## src/rtl/cfa_pkg.sv

```systemverilog
package cfa_pkg;

    typedef enum logic [3:0] {
        OP_ADD = 4'd0,
        OP_SUB = 4'd1,
        OP_ADC = 4'd2,
        OP_SBC = 4'd3,
        OP_NEG = 4'd4,
        OP_CMP = 4'd5,
        OP_CMN = 4'd6,
        OP_TST = 4'd7,
        OP_AND = 4'd8,
        OP_EOR = 4'd9,
        OP_ORR = 4'd10,
        OP_BIC = 4'd11,
        OP_MOV = 4'd12,
        OP_MVN = 4'd13
    } alu_op_e;

    localparam logic [3:0] OP_LAST_DEFINED = 4'd13;

    typedef struct packed {
        logic n;
        logic z;
        logic c;
        logic v;
    } nzcv_t;

    function automatic logic op_is_arith(input logic [3:0] op);
        return op <= 4'd6;
    endfunction

    function automatic logic op_is_flag_only(input logic [3:0] op);
        return (op == OP_CMP) || (op == OP_CMN) || (op == OP_TST);
    endfunction

endpackage

```

## src/rtl/cfa_addsub.sv

```systemverilog
module cfa_addsub #(
    parameter int DATA_W = 32
) (
    input  logic [DATA_W-1:0] x,
    input  logic [DATA_W-1:0] y,
    input  logic              cin,
    output logic [DATA_W-1:0] sum,
    output logic              cout,
    output logic              ovf
);
    localparam int MSB = DATA_W - 1;

    logic [DATA_W:0] full;

    always_comb begin
        full = {1'b0, x} + {1'b0, y} + {{DATA_W{1'b0}}, cin};
        sum  = full[MSB:0];
        cout = full[DATA_W];
        ovf  = (x[MSB] == y[MSB]) && (full[MSB] != x[MSB]);
    end
endmodule

```

## src/rtl/cfa_logic.sv

```systemverilog
module cfa_logic
    import cfa_pkg::*;
#(
    parameter int DATA_W = 32
) (
    input  logic [3:0]        op,
    input  logic [DATA_W-1:0] a,
    input  logic [DATA_W-1:0] b,
    output logic [DATA_W-1:0] res
);
    always_comb begin
        unique case (op)
            OP_TST, OP_AND: res = a & b;
            OP_EOR:         res = a ^ b;
            OP_ORR:         res = a | b;
            OP_BIC:         res = a & ~b;
            OP_MOV:         res = b;
            OP_MVN:         res = ~b;
            default:        res = '0;
        endcase
    end
endmodule

```

## src/rtl/cfa_alu.sv

```systemverilog
module cfa_alu
    import cfa_pkg::*;
#(
    parameter int DATA_W = 32
) (
    input  logic              clk,
    input  logic              rst_n,
    input  logic              in_valid,
    input  logic [3:0]        op_sel,
    input  logic [DATA_W-1:0] opnd_a,
    input  logic [DATA_W-1:0] opnd_b,
    input  logic [3:0]        flags_in,
    output logic              out_valid,
    output logic              wr_en,
    output logic [DATA_W-1:0] result,
    output logic [3:0]        flags_out
);
    localparam int MSB = DATA_W - 1;

    typedef struct packed {
        logic              vld;
        logic              wr;
        logic [DATA_W-1:0] res;
        nzcv_t             fl;
    } stage_t;

    stage_t st_d, st_q;

    logic [DATA_W-1:0] add_x, add_y, add_sum, log_res;
    logic              add_cin, add_cout, add_ovf;
    nzcv_t             fin;

    assign fin = nzcv_t'(flags_in);

    // Operand steering: subtraction is x + ~y + carry-in
    always_comb begin
        add_x   = opnd_a;
        add_y   = opnd_b;
        add_cin = 1'b0;
        unique case (op_sel)
            OP_ADC:         add_cin = fin.c;
            OP_SUB, OP_CMP: begin add_y = ~opnd_b; add_cin = 1'b1; end
            OP_SBC:         begin add_y = ~opnd_b; add_cin = fin.c; end
            OP_NEG:         begin add_x = '0; add_y = ~opnd_b; add_cin = 1'b1; end
            default:        ;
        endcase
    end

    cfa_addsub #(.DATA_W(DATA_W)) u_addsub (
        .x(add_x), .y(add_y), .cin(add_cin),
        .sum(add_sum), .cout(add_cout), .ovf(add_ovf)
    );

    cfa_logic #(.DATA_W(DATA_W)) u_logic (
        .op(op_sel), .a(opnd_a), .b(opnd_b), .res(log_res)
    );

    always_comb begin
        st_d     = st_q;
        st_d.vld = in_valid;
        st_d.wr  = 1'b0;
        if (in_valid) begin
            if (op_sel > OP_LAST_DEFINED) begin
                st_d.res = '0;
                st_d.fl  = fin;
            end else begin
                st_d.wr  = !op_is_flag_only(op_sel);
                st_d.res = op_is_arith(op_sel) ? add_sum : log_res;
                st_d.fl.n = st_d.res[MSB];
                st_d.fl.z = (st_d.res == '0);
                st_d.fl.c = op_is_arith(op_sel) ? add_cout : fin.c;
                st_d.fl.v = op_is_arith(op_sel) ? add_ovf  : fin.v;
            end
        end
    end

    always_ff @(posedge clk) begin
        if (!rst_n) st_q <= '0;
        else        st_q <= st_d;
    end

    assign out_valid = st_q.vld;
    assign wr_en     = st_q.wr;
    assign result    = st_q.res;
    assign flags_out = st_q.fl;

    // flag-only operations never write
    p_flag_only_no_write_r6: assert property (@(posedge clk) disable iff (!rst_n)
        in_valid && op_is_flag_only(op_sel) |=> !wr_en);

    // logic ops keep C and V
    p_logic_keeps_cv_r7: assert property (@(posedge clk) disable iff (!rst_n)
        in_valid && (op_sel >= 4'd7) && (op_sel <= OP_LAST_DEFINED)
        |=> flags_out[1:0] == $past(flags_in[1:0]));

    // N and Z track the registered result
    p_nz_track_r8: assert property (@(posedge clk) disable iff (!rst_n)
        in_valid && (op_sel <= OP_LAST_DEFINED)
        |=> (flags_out[3] == result[MSB]) && (flags_out[2] == (result == '0)));

    // idle cycle holds outputs and suppresses writes
    p_idle_hold_r9: assert property (@(posedge clk) disable iff (!rst_n)
        !in_valid |=> !out_valid && !wr_en && $stable(result) && $stable(flags_out));

    // undefined codes pass flags, no write
    p_undef_passthru_r10: assert property (@(posedge clk) disable iff (!rst_n)
        in_valid && (op_sel > OP_LAST_DEFINED)
        |=> !wr_en && (result == '0) && (flags_out == $past(flags_in)));

    // negate of zero is the only negate with carry set
    p_neg_carry_r5: assert property (@(posedge clk) disable iff (!rst_n)
        in_valid && (op_sel == OP_NEG) |=> flags_out[1] == (result == '0));
endmodule

```

## config.mk

```make
export PLATFORM = sky130hd
export DESIGN_NAME = cfa_alu
export DESIGN_NICKNAME = d
export VERILOG_FILES = /design/src/rtl/cfa_pkg.sv /design/src/rtl/cfa_addsub.sv /design/src/rtl/cfa_logic.sv /design/src/rtl/cfa_alu.sv
export SDC_FILE = /design/constraint.sdc
export NUM_CORES = 1
export LEC_CHECK = 0
export CORE_MARGIN = 3
export CORE_UTILIZATION = 55
export CTS_BUF_LIST = sky130_fd_sc_hd__clkbuf_4 sky130_fd_sc_hd__clkbuf_8
export CTS_CLUSTER_DIAMETER = 80
export DETAILED_ROUTE_END_ITERATION = 10
export PLACE_DENSITY_LB_ADDON = 0.05
export SYNTH_ARGS = -nofsm -noshare
export SYNTH_HDL_FRONTEND = slang
export SYNTH_HIERARCHICAL = 1
export SYNTH_SLANG_ARGS = --single-unit
```

## constraint.sdc

```tcl
create_clock -name clk -period 5.9 [get_ports clk]
set_input_delay 1.475 -clock clk [delete_from_list [all_inputs] [get_ports clk]]
set_output_delay 1.475 -clock clk [all_outputs]
set_load 0.1 [all_outputs]
```

==> run metrics <==
Port Buffer Count=approximately 110; Rel. slew slack=between 20% and 30%; CTS Buf Count=5; startpoint types=input pin; Total GRT Usage=slightly above 30%; Routability Congestion=1.01; synthesis-stage register bit count=38; 1st-pass router iterations=7; CP Cell Sequence=clkdlybuf4s50_1, inv_1, nand2_2, xnor2_1, fa_1, fa_1, a21o_1, a221oi_1, buf_4, nor3_1, o21ai_0, nand2_1, a41oi_1, xnor2_1, nor4_1, nand4_1, nor2_1, o21a_1, a21o_1; CTS H-Tree Depth=2; detailed placement HPWL=~16 mm; vias in the first global route=approximately 6,400; largest net degree at the start of global routing=83; DR vias=around 7,200; post_cts resized=0; Slew Viols, Final=0; via density per instance=about 6.3; Synth cell types=65; CTS Buffer Depth=2; CTS tree=yes; area delta synth->final=17.5%; worst skew pair latency=just over 0.3 ns; global-route wire length before repair=33.5 mm; Die W=between 100 and 150 um; # DRC=0; status=finished clean; synthesized netlist net count=~1,100; Setup Crit Path Kind=in -> reg; die height=roughly 120 um; initial core utilization=a little under three fifths; die area=around 14,000 um^2; dominant synthesized flop cell=dfxtp_1; mapped cell area=approximately 6700 um^2; # hold bufs at CTS=0; wirelength, routed=21.2 mm; Worst Skew=0 ns; Final min period=about 5.4 ns; mean area per synthesized cell=7.23 um^2; final hold vios=0; worst min path class=reg -> reg; Core ar.=11,700 um^2; Place WS=between 0.15 and 0.2 ns; Post-Syn Instances=approximately 930; Synth top area share=around an eighth; post-synthesis sequential area ratio=11.3%; period utilisation layout=between 90% and 100%; highest cell delay on the worst timing path=0.56 ns; Post-synth top cells=103 x nand2_1, 88 x nor2_1, 74 x inv_1, 66 x xnor2_1, 63 x ha_1; grt ovf=0; Worst Setup Slack, final=0.468 ns; wire length per cell=roughly 18 um; post-route ant nets=0; largest cells by area after synthesis=ha_1 12%, dfxtp_1 11%, xnor2_1 8.6%; clock-pin slew on the worst setup and hold paths=around 0.090 ns; Root Driver=clkbuf_8; Hold WS=~0.45 ns; crit-path max FO=5; post-layout power=0.00163 W; worst vdd ir=between 100 and 150 uV; unrepaired setup endpoints after global routing=no; cell with the most instances after synthesis=nand2_1; pwr/cell area=207 nW/um^2; Syn. warnings=6; clock net sink count=38; final setup violation count=0; worst-margin pin slew=about 1.2 ns; final core utilization=between 60% and 70%; I/O pin cnt=about 110; largest area contributor in the netlist=ha_1; # Post-CTS Setup Buffers=0; layout cell share with drive strength beyond 1=approximately 4.6%; async set-reset flop share out of synthesis=0%; fin nets=between 1,000 and 1,500; initial antenna violation count=0; Fmax=~0.18 GHz; setup TNS=0 ns; row count=39; Worst Path Required=between 6 and 7 ns; slowest CP cell=clkdlybuf4s50_1; number of synthesized flops with an enable pin=0; initial DRC count=797; max-cap viol count=0; Leak=around 3.4 nW; Critical Path AT=approximately 5.7 ns; Antenna Diode Count=0; CP endpoint kind=register
[state kept, by name (all words and copies together) (netlist names)]
signal     flops
flags_out      4
wr_en          1
result        32
out_valid      1
[cell type report]
type | count | area (um^2)
fillers | 1059 | 3780
flip-flops and latches | 38 | 761
clock inverters | 3 | 68.8
inverters | 74 | 278
repair buffers | 131 | 1260
well taps | 143 | 179
multi-input cells | 753 | 5260
clock buffers | 5 | 68.8
[critical path, delay by kind of cell]
| family | cells | cell delay, ns |
|---|---|---|
| compound gates | 6 | 1.26 |
| fa+ha+maj | 2 | 0.93 |
| simple gates | 6 | 0.95 |
| buf+inv | 3 | 0.85 |
| xor+xnor | 2 | 0.22 |
[cells in the final DEF (no fill, tap or decap), types with 8 or more instances in the layout]
cell type / netlist / routed
o22ai_1: 32 / 32
nand3_1: 8 / 8
o221ai_1: 31 / 31
ha_1: 63 / 63
xnor2_1: 66 / 66
nand2_1: 103 / 103
buf_4: 11 / 19
nand4_1: 11 / 11
mux2i_1: 34 / 34
nor2b_1: 39 / 38
o21ai_0: 21 / 21
o21ai_1: 31 / 31
a211o_1: 16 / 16
nor2_1: 88 / 88
xor2_1: 10 / 10
nor4_1: 14 / 14
nand2b_1: 21 / 21
clkdlybuf4s50_1: 0 / 109
a32o_1: 15 / 15
a32oi_1: 17 / 17
a21oi_1: 45 / 45
dfxtp_1: 38 / 38
inv_1: 74 / 74
a21o_1: 18 / 18
[where the power goes]
part | internal (W) | switching, W
Combinational | 0.000381 | 0.000676
Clock | 0.000170 | 0.000112
Sequential | 0.000281 | 0.0000116
Total | 0.000832 | 0.000800
[layer usage]
layer | track usage [%] | up-vias | routed length (um)
met5 | 0 | - | 0
met4 | 10.1 | 0 | 663
met3 | 4.77 | 50 | 1770
met2 | 50.6 | 353 | 9640
met1 | 42.1 | 3336 | 9130
li1 | - | 3487 | -
[metrics by stage]
step | instances | area, um^2
finish | 1147 | 7880
global route | 1147 | 7880
CTS | 1147 | 7880
detailed placement | 1139 | 7740
global placement | 1139 | 7740
floorplan | 927 | 6710
[path summary, 6_finish.rpt]
kind	startpoint	endpoint	slack, ns	cells after the start
worst min register to register	result[21]	result[21]	0.45	2
worst max-delay path	op_sel[3]	flags_out[2]	0.47	19
worst min-delay path	result[21]	result[21]	0.45	2
worst max register to register	flags_out[2]	flags_out[2]	5.04	3
[logic make-up after synthesis]
| kind of cell | count (synthesis) | synth area share [%] |
|---|---|---|
| flip-flops | 38 | 11.3 |
| multiplexers | 34 | 5.07 |
| buffers and inverters | 136 | 10.3 |
| XOR/XNOR | 76 | 9.93 |
| AND/OR/NAND/NOR | 306 | 21.7 |
| AO/OA/AOI/OAI | 272 | 29.3 |
| adder cells (fa/ha/maj) | 65 | 12.4 |
No activity file was read; power rests on OpenSTA's default activity.
